--- src/rtl/convseq_pkg.sv ---
package convseq_pkg;
    typedef enum logic [1:0] {
        SEQ_IDLE = 2'd0,
        SEQ_INJ  = 2'd1,
        SEQ_REG  = 2'd2
    } seq_state_t;
endpackage

--- src/rtl/convseq_inj_count.sv ---
// Counts the injected conversions still to run in the current group.
module convseq_inj_count #(
    parameter int LEN_W = 3
) (
    input  logic             clk,
    input  logic             rst,
    input  logic             load,
    input  logic [LEN_W-1:0] len,
    input  logic             step,
    output logic             last
);
    logic [LEN_W-1:0] left_q;

    always_ff @(posedge clk) begin
        if (rst)       left_q <= '0;
        else if (load) left_q <= len;
        else if (step) left_q <= left_q - 1'b1;
    end

    assign last = (left_q == '0);
endmodule

--- src/rtl/convseq_reg_latch.sv ---
// Holds a queued regular request and the continuous-session marker.
module convseq_reg_latch (
    input  logic clk,
    input  logic rst,
    input  logic reg_start,
    input  logic cont_en,
    input  logic issue_reg,
    input  logic slot_free,
    input  logic preempt,
    output logic want_reg
);
    logic pend_q, loop_q;
    logic loop_live;

    assign loop_live = loop_q & cont_en;
    assign want_reg  = pend_q | reg_start | loop_live;

    always_ff @(posedge clk) begin
        if (rst) begin
            pend_q <= 1'b0;
            loop_q <= 1'b0;
        end else begin
            // an aborted single conversion must be re-run
            if (issue_reg) pend_q <= 1'b0;
            else           pend_q <= pend_q | reg_start | (preempt & ~loop_live);

            if (issue_reg)      loop_q <= cont_en;
            else if (slot_free) loop_q <= loop_live;
        end
    end
endmodule

--- src/rtl/convseq_fsm.sv ---
// Channel scheduling state machine.
module convseq_fsm
    import convseq_pkg::*;
(
    input  logic clk,
    input  logic rst,
    input  logic inj_start,
    input  logic conv_done,
    input  logic want_reg,
    input  logic inj_last,
    output logic issue_inj,
    output logic inj_step,
    output logic issue_reg,
    output logic slot_free,
    output logic preempt,
    output logic inj_busy,
    output logic reg_busy,
    output logic conv_go,
    output logic conv_inj,
    output logic reg_late,
    output logic idle_en
);
    seq_state_t st_q, st_d;
    logic go_q, go_d, tag_q, tag_d, late_q, late_d;

    always_comb begin
        st_d      = st_q;
        issue_inj = 1'b0;
        inj_step  = 1'b0;
        slot_free = 1'b0;
        preempt   = 1'b0;
        unique case (st_q)
            SEQ_IDLE: begin
                slot_free = 1'b1;
                issue_inj = inj_start;
            end
            SEQ_INJ: begin
                inj_step  = conv_done & ~inj_last;
                slot_free = conv_done & inj_last;
            end
            SEQ_REG: begin
                slot_free = conv_done;
                issue_inj = inj_start;
                preempt   = inj_start & ~conv_done;
            end
            default: slot_free = 1'b1;
        endcase
        issue_reg = slot_free & ~issue_inj & want_reg;

        if (issue_inj | inj_step) st_d = SEQ_INJ;
        else if (issue_reg)       st_d = SEQ_REG;
        else if (slot_free)       st_d = SEQ_IDLE;

        go_d  = issue_inj | inj_step | issue_reg;
        tag_d = issue_inj | inj_step;
        if (issue_reg)                                     late_d = (st_q == SEQ_INJ);
        else if (st_q == SEQ_REG && !conv_done && !inj_start) late_d = late_q;
        else                                               late_d = 1'b0;
    end

    always_ff @(posedge clk) begin
        if (rst) begin
            st_q   <= SEQ_IDLE;
            go_q   <= 1'b0;
            tag_q  <= 1'b0;
            late_q <= 1'b0;
        end else begin
            st_q   <= st_d;
            go_q   <= go_d;
            tag_q  <= tag_d;
            late_q <= late_d;
        end
    end

    always_comb begin
        inj_busy = (st_q == SEQ_INJ);
        reg_busy = (st_q == SEQ_REG);
        idle_en  = (st_q == SEQ_IDLE);
        conv_go  = go_q;
        conv_inj = tag_q;
        reg_late = late_q;
    end
endmodule

--- src/rtl/conv_sequencer.sv ---
module conv_sequencer #(
    parameter int LEN_W = 3
) (
    input  logic             clk,
    input  logic             rst,
    input  logic             inj_start,
    input  logic [LEN_W-1:0] inj_len,
    input  logic             reg_start,
    input  logic             cont_en,
    input  logic             conv_done,
    output logic             inj_busy,
    output logic             reg_busy,
    output logic             conv_go,
    output logic             conv_inj,
    output logic             reg_late,
    output logic             idle_en
);
    logic issue_inj, inj_step, issue_reg, slot_free, preempt;
    logic want_reg, inj_last;

    convseq_inj_count #(.LEN_W(LEN_W)) u_cnt (
        .clk  (clk),
        .rst  (rst),
        .load (issue_inj),
        .len  (inj_len),
        .step (inj_step),
        .last (inj_last)
    );

    convseq_reg_latch u_req (
        .clk       (clk),
        .rst       (rst),
        .reg_start (reg_start),
        .cont_en   (cont_en),
        .issue_reg (issue_reg),
        .slot_free (slot_free),
        .preempt   (preempt),
        .want_reg  (want_reg)
    );

    convseq_fsm u_fsm (
        .clk       (clk),
        .rst       (rst),
        .inj_start (inj_start),
        .conv_done (conv_done),
        .want_reg  (want_reg),
        .inj_last  (inj_last),
        .issue_inj (issue_inj),
        .inj_step  (inj_step),
        .issue_reg (issue_reg),
        .slot_free (slot_free),
        .preempt   (preempt),
        .inj_busy  (inj_busy),
        .reg_busy  (reg_busy),
        .conv_go   (conv_go),
        .conv_inj  (conv_inj),
        .reg_late  (reg_late),
        .idle_en   (idle_en)
    );
endmodule

--- config.mk ---
export PLATFORM = sky130hd
export DESIGN_NAME = conv_sequencer
export DESIGN_NICKNAME = d
export VERILOG_FILES = /design/src/rtl/convseq_pkg.sv /design/src/rtl/convseq_inj_count.sv /design/src/rtl/convseq_reg_latch.sv /design/src/rtl/convseq_fsm.sv /design/src/rtl/conv_sequencer.sv
export SDC_FILE = /design/constraint.sdc
export NUM_CORES = 1
export LEC_CHECK = 0
export BUFFER_PORTS_ARGS = -buffer_cell sky130_fd_sc_hd__clkbuf_2
export CAP_MARGIN = 10
export CORE_MARGIN = 2
export CORE_UTILIZATION = 25
export DETAILED_ROUTE_END_ITERATION = 8
export HOLD_SLACK_MARGIN = 0.15
export MAX_ROUTING_LAYER = met4
export PLACE_DENSITY = 0.52
export SLEW_MARGIN = 0
export SYNTH_ARGS = -nofsm -noshare
export SYNTH_HDL_FRONTEND = slang
export SYNTH_SLANG_ARGS = --single-unit
--- constraint.sdc ---
create_clock -name clk -period 1.7 [get_ports clk]
set_input_delay 0.085 -clock clk [delete_from_list [all_inputs] [get_ports clk]]
set_output_delay 0.085 -clock clk [all_outputs]
set_load 0.01 [all_outputs]
======== Word level (Yosys, flattened, before mapping) ========
Cells that the tools add are included.
storage, ports and cells
  memory bits (writable) .................. 0
  bits in registers ....................... 10
  bits in latches ......................... 0
  bits of input ports ..................... 9
  logic and storage cells ................. 53
  memories ................................ 0
  ROM bits ................................ 0
cells by class
  equal/unequal tests ..................... 3
  magnitude comparators ................... 0
  $add $sub $neg .......................... 1
  divide/modulo/power cells ............... 0
  $mul .................................... 0
  mux-type cells .......................... 13
  bitwise gates (word level) .............. 16
  reduce and logical (&&, ||, !) cells .... 12
  shift operators ......................... 0
operator list
  cell                                                  number
  two-way mux 1 bit                                     8
  bitwise AND 1 bit                                     7
  two-way mux 3 bit                                     2
  OR reduction 2 bit                                    3
  OR 1 bit                                              5
  two-way mux 2 bit                                     2
  inverter 1 bit                                        4
  nonzero test 2 bit                                    2
  zero test 3 bit                                       1
  nonzero test 3 bit                                    1
  subtractor 3 x 1 -> 3 bit (second input constant)     1
  equality test 2 x 1 -> 1 bit (second input constant)  1
  equality test 2 bit (second input constant)           1
  logical AND 1 bit                                     2
  zero test 1 bit                                       2
  zero test 2 bit                                       1
  != test 2 bit (second input constant)                 1
  one-hot mux 1 bit (2 select lines)                    1

======== Logic depth before layout (Yosys ltp) ========
  word-level depth ........................ 8
  mapped depth ............................ 5
  depth with buffers taken out ............ 5

======== By module ========
From an unflattened synthesis, not the netlist that was laid out.
unflattened totals
  cells, all modules ...................... 60
  area, all modules ....................... 561.8 um2
modules (own cells, without submodules)
  module             cells an instance  instances  area an instance (um2)
  convseq_fsm        30                 1          284.0
  convseq_inj_count  21                 1          183.9
  convseq_reg_latch  9                  1          93.8

======== Worst setup path before layout ========
Ideal clock, no wire load.
  path type ............................... register -> register
  start ................................... register u_fsm.st_q[0]
  end ..................................... register u_req.loop_q
  path buffers ............................ 0
  setup slack ............................. 272 ps
  data arrival time ....................... 1312 ps
  data required time ...................... 1584 ps
  setup time .............................. 116 ps
  stages on the path, launching flop included .. 6
  cells stage by stage .................... dfxtp_1 -> inv_1 -> ha_1 -> a21boi_1 -> a211oi_2 -> o211a_1
on the way
  cells in the longest elaborated chain, start to end .. 7
ends and longest elaborated chain
  element                                                         line                     RTL
  start, declared                                                 convseq_fsm.sv:23        seq_state_t st_q, st_d;
  start signal, assigned                                          convseq_fsm.sv:68        st_q <= st_d;
  equality test 2 bit (*)                                         -
  named net reg_busy                                              conv_sequencer.sv:12     output logic reg_busy,
  OR reduction 2 bit (no line)                                    -
  two-way mux 1 bit                                               convseq_fsm.sv:32        unique case (st_q)
  inverter 1 bit                                                  convseq_fsm.sv:48        issue_reg = slot_free & ~issue_inj & want_reg;
  bitwise AND 1 bit (2 in a row)                                  convseq_fsm.sv:48
  two-way mux 1 bit / nonzero test 2 bit (equally long branches)  -
  end signal, assigned                                            convseq_reg_latch.sv:27  if (issue_reg) loop_q <= cont_en;
  end signal, assigned                                            convseq_reg_latch.sv:28  else if (slot_free) loop_q <= loop_live;
  end, declared                                                   convseq_reg_latch.sv:12  logic pend_q, loop_q;
Mark *: on every way through the listed nets, which the timed path passes. The rest lies on a longest branch.
A chain may end at the register's enable or synchronous reset.

======== Final worst setup path ========
  start ................................... register u_fsm.st_q[0]
  end ..................................... register u_req.loop_q
on the way
  cells in the longest elaborated chain, start to end .. 7
ends and longest elaborated chain
  element                                                         line
  equality test 2 bit / zero test 2 bit (equally long branches)   convseq_fsm.sv:32
  OR reduction 2 bit (no line)                                    -
  two-way mux 1 bit                                               convseq_fsm.sv:32
  inverter 1 bit                                                  convseq_fsm.sv:48
  bitwise AND 1 bit (2 in a row)                                  convseq_fsm.sv:48
  two-way mux 1 bit / nonzero test 2 bit (equally long branches)  -
Several ways; a longest one is shown, not always the timed one.

==> parameters.txt <==
Parameter                              Value

Status
  Run status ... finished, final reports clean

Layout
  Number of antenna repair diodes ... 0
  Syn-to-layout area delta ... 34.8%
  Layout Nets ... 99
  Fraction of final layout cells sized beyond drive strength 1 ... 23.8%
  Most common cell after layout, fill and taps aside ... sky130_fd_sc_hd__clkbuf_2
  Most frequent cells in the layout ... sky130_fd_sc_hd__clkbuf_2, sky130_fd_sc_hd__dfxtp_1
  Final Core Density ... 36.4%

Yosys
  Sequential area share after synthesis ... 36.6%
  Instance count of the mapped netlist ... 61
  Combined area of all synthesized cells ... 547 µm²
  Synthesized area divided by synthesized cell count ... 8.96 µm²
  Count of state elements after synthesis ... 10
  Net count of the mapped netlist ... 75
  Dominant synthesized flop cell ... sky130_fd_sc_hd__dfxtp_1
  Post-synth EDFFs ... 0
  Ys async rst share ... 0%
  Post-synthesis cell type count ... 27
  Warnings from Yosys ... 0

Critical path
  Highest fanout seen on the critical path ... 5
  Sort of element at the end of the critical path ... flip-flop
  Arr. time, crit path ... 1.75 ns
  Category of the critical setup timing path ... flip-flop to flip-flop
  Critical path, cell by cell ... inv_1, ha_1, a21boi_1, a211oi_2, o211a_1
  Dominant delay contributor by cell family on the critical path ... compound AO/OA/AOI/OAI gates
  Longest individual stage delay on the worst path ... 0.38 ns
  Critical Path RT ... 1.86 ns
  Critical Path Slowest Stage Cell ... sky130_fd_sc_hd__a21boi_1
  Number of buffer and inverter stages on the critical path ... 1
  Crit start category ... flip-flop

Global routing
  Initial antenna violation count ... 0
  Via count of the first global-routing pass ... 468
  Global route total overflow ... 0
  First-pass GRT wire length ... 1980 µm
  Largest net degree at the start of global routing ... 8
  Aggregate global-route resource usage ... 10.6%

STA
  Worst clock skew ... 0.00130 ns
  Aggregate negative setup slack ... 0 ns
  Fmax ... 630 MHz
  # setup viols final ... 0
  Final hold violation count ... 0
  RSZ-0062 raised after global routing ... false
  Fin crit period ... 1.59 ns
  Slew of the pin with the lowest slew margin ... 0.424 ns
  Period utilization ... 93.4%
  Fin. max-slew vios ... 0
  Relative max-transition margin ... 71.7%

Power
  Sequential group share of total power ... 37.3%
  Part of the power in the clock network ... 27.2%
  Leakage power ... 0.338 nW
  Switching power summed over all nets ... 0.271 mW
  Tot Pwr ... 0.799 mW
  Logic gate share of total power ... 35.6%
  Design internal power ... 0.527 mW
  Sw Share ... 34.0%
  Power per Cell Area ... 1080 mW/mm²
  Worst VDD drop ... 0.554 mV

Routing
  Detailed router's first-iteration violation count ... 7
  Vias post-DR ... 529
  Vias per std cell ... 4.77
  Count of nets left with antenna violations after detail routing ... 0
  Number of detailed-route iterations in the first pass ... 4
  Final wirelength ... 1220 µm
  Wire length per cell ... 11.0 µm
  DR DRC count ... 0

Clock network
  Number of instances resized during post-cts repair ... 0
  Setup Fix Bufs, Post-CTS ... 0
  Clock latency on the worst-skew pair ... 0.26 ns
  Max Buffers Root-to-Sink ... 2
  Clock input transition at the sequential cells of the worst setup and hold paths ... 0.07 ns
  H-Tree Depth ... 1
  Clock tree from TritonCTS ... done
  Root buffer cell ... sky130_fd_sc_hd__clkbuf_4
  Clock buffer count from CTS ... 3
  Total clock sinks ... 10

Die
  Count of standard-cell rows ... 16
  Vertical die dimension ... 50.8 µm
  Starting Density ... 27.0%
  Core footprint ... 0.00202 mm²
  Die area ... 0.00258 mm²
  Number of placed I/O pins ... 15
  Floorplan die width ... 50.8 µm

Placed design
  Detailed-placement wirelength estimate ... 940 µm
  Placer Congestion ... 0.759
  Total of buffers placed on input and output ports ... 14

Worst hold path
  Tightest Hold Check Type ... input pin to flip-flop

Flow run
  Number of violations of the max-capacitance limit ... 0
-- Yosys cell counts (all sizes together) (2+ instances only) --
| cell | count | area [µm²] |
|---|---|---|
| a31oi | 3 | 18.8 |
| a211oi | 2 | 20.0 |
| nor2 | 3 | 11.3 |
| nand2 | 3 | 11.3 |
| inv | 5 | 18.8 |
| o21ai | 4 | 20.0 |
| dfxtp | 10 | 200 |
| a21o | 2 | 15.0 |
| nand3 | 5 | 25.0 |
| a21oi | 4 | 20.0 |
| ha | 5 | 62.6 |
| mux2i | 2 | 20.0 |
-- power groups by stage --
stage | logic [mW] | clock network (mW) | registers, mW
final | 0.284 | 0.217 | 0.298
after global routing | 0.318 | 0.235 | 0.301
after CTS | 0.286 | 0.225 | 0.297
after detailed placement | 0.276 | 0 | 0.303
after global placement | 0.274 | 0 | 0.302
after floorplan | 0.195 | 0 | 0.303
-- worst register-to-register path: stages, from the launching register on --
cell	delay, ns
sky130_fd_sc_hd__dfxtp_1	0.37
sky130_fd_sc_hd__inv_1	0.07
sky130_fd_sc_hd__ha_1	0.27
sky130_fd_sc_hd__a21boi_1	0.38
sky130_fd_sc_hd__a211oi_2	0.17
sky130_fd_sc_hd__o211a_1	0.23
-- logic make-up (layout without fill, tap and decap cells) --
family | after synthesis | in the layout | share of synthesized area [%]
AOI/OAI and AO/OA | 21 | 21 | 26.3
buffers and inverters | 5 | 28 | 3.43
DFF | 10 | 10 | 36.6
and+or+nand+nor | 18 | 18 | 18.5
adders and majority gates | 5 | 5 | 11.4
muxes | 2 | 2 | 3.66
-- final timing paths --
| check | startpoint | to | slack (ns) | cells after the start |
|---|---|---|---|---|
| worst max-delay path | u_fsm.st_q[0] | u_req.loop_q | 0.11 | 5 |
| worst min-delay path | inj_start | u_fsm.reg_late | 0.16 | 4 |
| worst max register to register | u_fsm.st_q[0] | u_req.loop_q | 0.11 | 5 |
| worst min register to register | u_fsm.reg_late | u_fsm.reg_late | 0.48 | 2 |
-- sequential cells by signal, indices dropped and copies added, names as in the netlist --
name            count
u_req.loop_q        1
u_fsm.reg_late      1
u_fsm.conv_go       1
u_fsm.conv_inj      1
u_req.pend_q        1
u_cnt.left_q        3
u_fsm.st_q          2
-- layer usage --
metal | part of all wire (%) | track usage (%) | vias up
met5 | 0 | - | -
met4 | 0 | 1.35 | 0
met3 | 6.4 | 5.95 | 0
met2 | 43 | 16.0 | 16
met1 | 51 | 12.7 | 241
li1 | - | - | 272
-- metrics by stage --
step	setup WS (ns)	area (µm²)	hold slack [ns]	std cells
after floorplan	0.272	547	0.154	61
after global placement	0.161	651	0.305	102
after detailed placement	0.125	651	0.311	102
after CTS	0.105	737	0.153	111
after global routing	0.0252	737	0.177	111
final	0.112	737	0.164	111
-- what timing repair did --
item                       CTS  global route
setup endpoints to repair    0             0
hold endpoints to repair     7             0
hold buffers                 5             0
-- final cells by class --
class | instances | area (µm²)
tap | 27 | 33.8
clock buffer | 4 | 36.3
fill | 217 | 1280
timing repair buffer | 19 | 120
multi-input combinational | 46 | 328
sequential | 10 | 200
inverter | 5 | 18.8
No activity file was read; power rests on OpenSTA's default activity.
